===== config.mk =====
export PLATFORM = sky130hd
export DESIGN_NAME = sram_lane_ctrl
export DESIGN_NICKNAME = d
export VERILOG_FILES = /design/src/rtl/sram_ctrl_pkg.sv /design/src/rtl/sram_cycle_timer.sv /design/src/rtl/sram_lane_map.sv /design/src/rtl/sram_lane_ctrl.sv
export SDC_FILE = /design/constraint.sdc
export NUM_CORES = 1
export LEC_CHECK = 0
export ABC_CLOCK_PERIOD_IN_PS = 1900
export BUFFER_PORTS_ARGS = -buffer_cell sky130_fd_sc_hd__buf_2
export CAP_MARGIN = 10
export CORE_MARGIN = 1.5
export CORE_UTILIZATION = 46
export DETAILED_ROUTE_END_ITERATION = 12
export GPL_ROUTABILITY_DRIVEN = 1
export PLACE_DENSITY = 0.85
export SYNTH_ARGS = -nofsm -noshare
export SYNTH_HDL_FRONTEND = slang
export SYNTH_SLANG_ARGS = --single-unit

===== constraint.sdc =====
create_clock -name clk -period 1.9 [get_ports clk]
set_clock_uncertainty 0.05 [all_clocks]
set_input_delay 0.095 -clock clk [delete_from_list [all_inputs] [get_ports clk]]
set_output_delay 0.095 -clock clk [all_outputs]
set_load 0.03 [all_outputs]

===== src/rtl/sram_ctrl_pkg.sv =====
package sram_ctrl_pkg;

  typedef enum logic [2:0] {
    ST_IDLE  = 3'd0,
    ST_RD    = 3'd1,
    ST_TURN  = 3'd2,
    ST_WSET  = 3'd3,
    ST_WPUL  = 3'd4,
    ST_WHOLD = 3'd5,
    ST_NULL  = 3'd6
  } sram_st_e;

  function automatic int max_of4(input int a, input int b, input int c, input int d);
    int m;
    m = a;
    if (b > m) m = b;
    if (c > m) m = c;
    if (d > m) m = d;
    return m;
  endfunction

endpackage


===== src/rtl/sram_cycle_timer.sv =====
module sram_cycle_timer #(
  parameter int CW = 2
) (
  input  logic          clk,
  input  logic          rst_n,
  input  logic          load,
  input  logic [CW-1:0] load_val,
  output logic          done
);

  logic [CW-1:0] cnt_q;
  logic [CW-1:0] cnt_d;
  logic          cnt_en;

  always_comb begin
    cnt_en = load | (cnt_q != '0);
    if (load) cnt_d = load_val;
    else      cnt_d = cnt_q - 1'b1;
  end

  always_ff @(posedge clk or negedge rst_n) begin
    if (!rst_n)      cnt_q <= '0;
    else if (cnt_en) cnt_q <= cnt_d;
  end

  assign done = (cnt_q == '0);

endmodule


===== src/rtl/sram_lane_map.sv =====
module sram_lane_map #(
  parameter int LANES = 2
) (
  input  logic [LANES-1:0]   mask,
  input  logic               active,
  input  logic [8*LANES-1:0] rd_raw,
  output logic [LANES-1:0]   be_n,
  output logic [8*LANES-1:0] rd_kept
);

  for (genvar i = 0; i < LANES; i++) begin : g_lane
    assign be_n[i]          = ~(active & mask[i]);
    assign rd_kept[8*i +: 8] = mask[i] ? rd_raw[8*i +: 8] : 8'h00;
  end

endmodule


===== src/rtl/sram_lane_ctrl.sv =====
module sram_lane_ctrl
  import sram_ctrl_pkg::*;
#(
  parameter int AW        = 16,
  parameter int DW        = 16,
  parameter int RD_CYC    = 2,
  parameter int WR_PULSE  = 1,
  parameter int SETUP_CYC = 1,
  parameter int TURN_CYC  = 1
) (
  input  logic            clk,
  input  logic            rst_n,
  input  logic            req_valid,
  output logic            req_ready,
  input  logic            req_write,
  input  logic [AW-1:0]   req_addr,
  input  logic [DW-1:0]   req_wdata,
  input  logic [DW/8-1:0] req_mask,
  output logic            rsp_valid,
  output logic [DW-1:0]   rsp_rdata,
  output logic [AW-1:0]   mem_addr,
  output logic            mem_ce_n,
  output logic            mem_oe_n,
  output logic            mem_we_n,
  output logic [DW/8-1:0] mem_be_n,
  output logic [DW-1:0]   mem_dq_out,
  output logic            mem_dq_oe,
  input  logic [DW-1:0]   mem_dq_in
);

  localparam int LANES   = DW / 8;
  localparam int MAX_CYC = max_of4(RD_CYC, WR_PULSE, SETUP_CYC, TURN_CYC);
  localparam int CW      = $clog2(MAX_CYC + 1);

  localparam logic [CW-1:0] RD_LD   = CW'(RD_CYC - 1);
  localparam logic [CW-1:0] WP_LD   = CW'(WR_PULSE - 1);
  localparam logic [CW-1:0] SET_LD  = CW'(SETUP_CYC - 1);
  localparam logic [CW-1:0] TURN_LD = CW'(TURN_CYC - 1);

  sram_st_e         st_q, st_d;
  logic [AW-1:0]    addr_q;
  logic [DW-1:0]    wdata_q;
  logic [LANES-1:0] mask_q;
  logic             wr_q;
  logic [DW-1:0]    rdata_q, rdata_d;
  logic             rdata_en;
  logic             rsp_q, rsp_d;

  logic             accept;
  logic             tmr_load;
  logic [CW-1:0]    tmr_val;
  logic             tmr_done;
  logic             cap_rd;
  logic             zero_rd;
  logic             strobe_on;
  logic [DW-1:0]    rd_kept;

  sram_cycle_timer #(.CW(CW)) u_timer (
    .clk      (clk),
    .rst_n    (rst_n),
    .load     (tmr_load),
    .load_val (tmr_val),
    .done     (tmr_done)
  );

  sram_lane_map #(.LANES(LANES)) u_lanes (
    .mask    (mask_q),
    .active  (strobe_on),
    .rd_raw  (mem_dq_in),
    .be_n    (mem_be_n),
    .rd_kept (rd_kept)
  );

  assign accept = (st_q == ST_IDLE) && req_valid;

  // next-state logic
  always_comb begin
    st_d     = st_q;
    tmr_load = 1'b0;
    tmr_val  = '0;
    cap_rd   = 1'b0;
    zero_rd  = 1'b0;
    rsp_d    = 1'b0;
    unique case (st_q)
      ST_IDLE: begin
        if (req_valid) begin
          if (req_mask == '0) begin
            st_d = ST_NULL;
          end else if (req_write) begin
            st_d     = ST_WSET;
            tmr_load = 1'b1;
            tmr_val  = SET_LD;
          end else begin
            st_d     = ST_RD;
            tmr_load = 1'b1;
            tmr_val  = RD_LD;
          end
        end
      end
      ST_RD: begin
        if (tmr_done) begin
          cap_rd   = 1'b1;
          rsp_d    = 1'b1;
          st_d     = ST_TURN;
          tmr_load = 1'b1;
          tmr_val  = TURN_LD;
        end
      end
      ST_TURN: begin
        if (tmr_done) st_d = ST_IDLE;
      end
      ST_WSET: begin
        if (tmr_done) begin
          st_d     = ST_WPUL;
          tmr_load = 1'b1;
          tmr_val  = WP_LD;
        end
      end
      ST_WPUL: begin
        if (tmr_done) st_d = ST_WHOLD;
      end
      ST_WHOLD: begin
        st_d = ST_IDLE;
      end
      ST_NULL: begin
        st_d    = ST_IDLE;
        rsp_d   = ~wr_q;
        zero_rd = ~wr_q;
      end
      default: st_d = ST_IDLE;
    endcase
    rdata_en = cap_rd | zero_rd;
    rdata_d  = zero_rd ? '0 : rd_kept;
  end

  // state and request registers
  always_ff @(posedge clk or negedge rst_n) begin
    if (!rst_n) begin
      st_q  <= ST_IDLE;
      rsp_q <= 1'b0;
    end else begin
      st_q  <= st_d;
      rsp_q <= rsp_d;
    end
  end

  always_ff @(posedge clk or negedge rst_n) begin
    if (!rst_n) begin
      addr_q  <= '0;
      wdata_q <= '0;
      mask_q  <= '0;
      wr_q    <= 1'b0;
    end else if (accept) begin
      addr_q  <= req_addr;
      wdata_q <= req_wdata;
      mask_q  <= req_mask;
      wr_q    <= req_write;
    end
  end

  always_ff @(posedge clk or negedge rst_n) begin
    if (!rst_n)        rdata_q <= '0;
    else if (rdata_en) rdata_q <= rdata_d;
  end

  // strobe decode from registered state
  always_comb begin
    strobe_on = (st_q == ST_RD) || (st_q == ST_WSET) ||
                (st_q == ST_WPUL) || (st_q == ST_WHOLD);
    mem_ce_n  = ~strobe_on;
    mem_oe_n  = ~(st_q == ST_RD);
    mem_we_n  = ~(st_q == ST_WPUL);
    mem_dq_oe = (st_q == ST_WSET) || (st_q == ST_WPUL) || (st_q == ST_WHOLD);
  end

  assign mem_addr   = addr_q;
  assign mem_dq_out = wdata_q;
  assign req_ready  = (st_q == ST_IDLE);
  assign rsp_valid  = rsp_q;
  assign rsp_rdata  = rdata_q;

endmodule


# == Word-level counts from Yosys, hierarchy flattened ==
# Cells that the tools add are included.
# classes
muxes,23
n_eq_ne,11
magnitude_cmp,0
div_mod_pow,0
n_bitwise,10
add_sub_neg,1
n_reduce_logical,12
n_shift,0
mul,0
# ops
operator,n
two-way mux 3 bit,6
two-way mux 16 bit,1
two-way mux 8 bit,2
case mux 3 bit (5 select lines),1
"inequality test 2 bit, second input constant",5
"== test 3 bit, second input constant",3
two-way mux 1 bit,9
"== test 3 x 2 -> 1 bit, second input constant",2
inverter 1 bit,6
logical OR 1 bit,5
AND reduction 5 bit,1
zero test 2 bit,2
two-way mux 2 bit,2
case mux 1 bit (2 select lines),2
"== test 3 x 1 -> 1 bit, second input constant",1
zero test 3 bit,1
bitwise AND 1 bit,2
OR 1 bit,2
nonzero test 2 bit,1
OR reduction 2 bit,1
"subtractor 2 x 1 -> 2 bit, second input constant",1
logical AND 1 bit,1
# totals
elab_cells,65
ramBits,0
n_memories,0
out_inout_bits,56
romBits,0
in_bits,54
reg_bits,57
latchBits,0

# == Logic depth before layout (Yosys ltp) ==
# logic_depth
ltp_word,6
depth_mapped,7
ltp_nobuf,5

# == Hierarchy ==
# A second synthesis with hierarchy kept.
# hier_totals
cells_unflattened,178
hier_area_um2,2595.0
# modules_own_cells
module,seq_area_each_um2,cells_per_inst,n_inst,area_per_inst_um2
sram_lane_ctrl,1376.3,148,1,2373.5
sram_cycle_timer,50.0,12,1,113.9
sram_lane_map,0.0,18,1,107.6

# == Worst setup path after synthesis ==
# OpenSTA, ideal clock, no wires.
# synth_timing
path_kind,flip-flop to flip-flop
start,register st_q[2]
end,register mask_q[0]
setup_slack_ps,163
n_path_buf,2
required_time_ps,1723
arrival_ps,1560
setup_time_ps,127
stages_incl_launch_ff,5
period_less_slack_ps,1737
path_cell_list,dfrtp_1 -> clkbuf_1 -> nor4b_4 -> buf_6 -> mux2_1
# synth_between
elab_chain_len,2
# synth_rtl
item,line_no,rtl
from (decl),sram_lane_ctrl.sv:40,"sram_st_e st_q, st_d;"
from (signal assigned),sram_lane_ctrl.sv:142,st_q <= st_d;
zero test 3 bit,sram_lane_ctrl.sv:74,assign accept = (st_q == ST_IDLE) && req_valid;
logical AND 1 bit,sram_lane_ctrl.sv:74,
to (signal assigned),sram_lane_ctrl.sv:156,mask_q <= req_mask;
to (decl),sram_lane_ctrl.sv:43,logic [LANES-1:0] mask_q;
# Every way passes these cells.
# A chain may end at the register's enable or synchronous reset.

# == Worst setup path in the final report ==
# layout_timing
start,register st_q[2]
end,output mem_be_n[0]
# layout_between
elab_chain_len,6
word_cells_on_any_way,9
cone_classes,eq/ne: 4; bitwise: 2; reduce/logical: 3
# layout_rtl
item,line_no,rtl
== test 3 x 1 -> 1 bit or == test 3 x 2 -> 1 bit (tied branches),sram_lane_ctrl.sv:168,strobe_on = (st_q == ST_RD) || (st_q == ST_WSET) ||
logical OR 1 bit (2 in series),sram_lane_ctrl.sv:168,
logical OR 1 bit *,sram_lane_ctrl.sv:169,(st_q == ST_WPUL) || (st_q == ST_WHOLD);
bitwise AND 1 bit *,sram_lane_map.sv:12,assign be_n[i] = ~(active & mask[i]);
inverter 1 bit *,sram_lane_map.sv:12,
to (decl),sram_lane_ctrl.sv:25,"output logic [DW/8-1:0] mem_be_n,"
# Every way passes the cells marked *; elsewhere a longest branch is shown, timed or not.

==> key figures <==
STA
  – Fin. Hold Viols: 0
  – FMAX: 572 MHz
  – Slew margin rel.: about 59%
  – Fin Hold WS: between 0.05 and 0.06 ns
  – Final setup fails: 0
  – Setup_tns: 0 ns
  – RSZ-0062 raised after global routing: no
  – Final period utilization: 91.9%
  – Slew Limit Fails: 0
  – Worst-Margin Slew: 0.608 ns
  – Min Tclk post-route: 1.75 ns

Global routing
  – First-pass GRT wire length: a little under 9000 um
  – Antenna violations before repair: 0
  – Total GRT Usage: a little over a fifth
  – Pin count of the biggest net entering global routing: 37
  – Vias in the first global route: 1,996
  – GRT overflow: 0

Synthesis
  – FF+latch count, synth: 57
  – EDFF count, synth: 0
  – Post-synth cell types: 27
  – Synth top area cells: dfrtp_1, mux2_1, a21o_1, nor4_1, nand2_1
  – Post-synth top area cell: dfrtp_1
  – Ys async rst share: 100%
  – Mapped Avg Cell Area: roughly 12 sq um
  – Cells after Synth: 193
  – Main synth FF type: dfrtp_1
  – Yosys warns: 0
  – Synth top area share: 59.2%
  – Mapped Area: 2410 sq um
  – Seq/Total Area, Yosys: roughly 60%
  – Net Count, Synth: 248

Die
  – Total die area: 5680 sq um
  – Boundary Pins: 110
  – Initial Utilization: 47.5%
  – Core region area: roughly 5000 sq um
  – Die Ht: 75.4 um
  – Row cnt: 26
  – Die X-Extent: about 75 um

Place
  – IO buf count: about 110
  – DP Wirelength: 3590 um
  – Placed Cells: 363
  – GPL Wtd Cong: approximately 0.87

Critical path
  – CP arrival: 1.60 ns
  – Critical path startpoint category: flip-flop
  – CP bufs+invs: 2
  – Reg2reg path depth: 3
  – Worst path required time: 1.75 ns
  – CP endpoint kind: primary output
  – Cell depth of the worst setup path: 5
  – Most used cell, CP: nand2_1
  – Crit path max fanout: 24
  – Largest stage delay on the critical path: between 0.3 and 0.4 ns
  – Critical path type: reg2out
  – Internal reg-to-reg setup slack: roughly 0.28 ns
  – CP max-delay cell: dfrtp_1
  – Critical path's top delay family: buffers and inverters
  – Worst reg2reg startpoint: st_q[0]
  – Worst R2R End: mem_addr[11]
  – Critical path cell sequence: buf_4, nand2b_1, nand2_1, nand2_1, buf_2

Clock network
  – Htree depth: 3
  – Max Buffers Root-to-Sink: 2
  – CTS clk-pin slew, worst paths: 0.06 ns
  – Worst-Skew Late Latency: 0.33 ns
  – Clock Sinks: 57
  – Num CTS Buffers: 9
  – CTS root buffer: clkbuf_8
  – CTS tree: built

Min path
  – Worst min path class: in2reg
  – Hold Path Sink: st_q[1]
  – Worst Hold Launch: req_valid
  – WHS Path Cells: 3

Power and ir drop
  – Worst vdd ir: 1230 uV
  – Leakage: 0.00189 uW
  – PwrDens: around 1700 nW/um^2

Routing
  – DRT iter0 DRCs: between 100 and 150
  – DR vias: 2,043
  – Pre-antenna DRT Iters: 4
  – Vias/cell: around 4.9
  – Routed Antenna Nets: 0
  – Routed len/inst: ~14 um
  – Met1 WL: 2350 um
  – Met3 WL: 307 um
  – Drt drc: 0
  – Max layer used: met4
  – Detailed Route WL: 5610 um
  – Metal2 WL: 2890 um

Layout
  – Share of layout cells above drive strength 1: about two fifths
  – Area delta synth->final: 49.4%
  – Post-Layout Cell Count: about 420
  – Diodes inserted: 0
  – # nets final: 395

Status
  – Status: complete, no violations

Job
  – Max_cap viols: 0
[synthesized netlist by cell type, drive strengths merged, types with 2 or more instances]
cell type,count
clkbuf,8
buf,7
mux2,35
inv,6
dfrtp,57
nor4,16
nor2,7
a21oi,3
a31oi,2
nand2,21
nand2b,3
a21o,16
[layer usage]
| layer | global-route usage, % | vias to the layer above |
|---|---|---|
| li1 | - | 975 |
| met1 | 26.3 | 983 |
| met4 | 9.92 | 0 |
| met2 | 35.3 | 78 |
| met3 | 5.82 | 7 |
| met5 | 0 | - |
[state kept, by name, summed over array words and instances, names as in the netlist]
name and count:
st_q 3, mem_addr 16, rsp_rdata 16, wr_q 1, mem_dq_out 16, u_timer.cnt_q 2, mask_q 2, rsp_valid 1
[logic make-up (layout without fill, tap and decap cells)]
| group | count (synthesis) | in the layout | synth area share, % |
|---|---|---|---|
| fa+ha+maj | 1 | 1 | 0.519 |
| mux | 36 | 36 | 16.8 |
| simple gates | 52 | 52 | 11.5 |
| compound gates | 26 | 26 | 7.74 |
| buf+inv | 21 | 173 | 4.31 |
| flops | 57 | 57 | 59.2 |
[area by class of cell]
class | instances | area (sq um)
Timing Repair Buffer | 151 | 976
Clock buffer | 14 | 173
Sequential cell | 57 | 1430
Fill cell | 392 | 1480
Clock inverter | 2 | 35.0
Multi-Input combinational cell | 115 | 880
Inverter | 6 | 22.5
Tap cell | 70 | 87.6
[worst max-delay path by stage]
stage | startpoint | slack [ns] | endpoint
4_1_cts | st_q[2] | 0.12 | mem_be_n[0]
2_1_floorplan | st_q[2] | 0.16 | mask_q[0]
6_report | st_q[2] | 0.15 | mem_be_n[0]
3_3_place_gp | st_q[0] | 0.33 | mem_addr[12]
5_1_grt | st_q[2] | 0.02 | mem_be_n[1]
3_5_place_dp | st_q[0] | 0.30 | mem_addr[4]
[layout by cell type (no fill, tap or decap), drive strengths merged, types with 3 or more instances in the layout]
master,n
dlygate4sd3,36
a21o,16
nor2,7
inv,6
nor4,16
nand2b,3
buf,115
nand2,21
clkbuf,14
mux2,35
dfrtp,57
a21oi,3
[worst reg2reg max path, delay by kind of cell (launching register included)]
family / cells / cell delay, ns
flip-flops: 1 / 0.51
multiplexers: 1 / 0.39
AND/OR/NAND/NOR: 1 / 0.31
buffers and inverters: 1 / 0.25
[through the flow]
step	instance area, sq um	util, %	setup slack [ns]	power (uW)
3_5_place_dp	3030	59.7	0.296	5090
3_3_place_gp	3030	59.7	0.328	5010
4_1_cts	3600	70.9	0.124	6330
5_1_grt	3600	70.9	0.0211	6700
2_1_floorplan	2410	-	0.163	4230
6_report	3600	70.9	0.153	6280
[power breakdown]
group | internal, uW | switching [uW] | total, uW
Combinational | 1070 | 1970 | 3030
Clock | 712 | 450 | 1160
Sequential | 1750 | 332 | 2080
[what timing repair did]
action | in CTS | in global routing
resized for setup | 0 | 0
hold buffers | 36 | 0
endpoints found under the hold margin | 61 | 0
buffers inserted | 0 | 0
(Power assumes the default switching activity.)
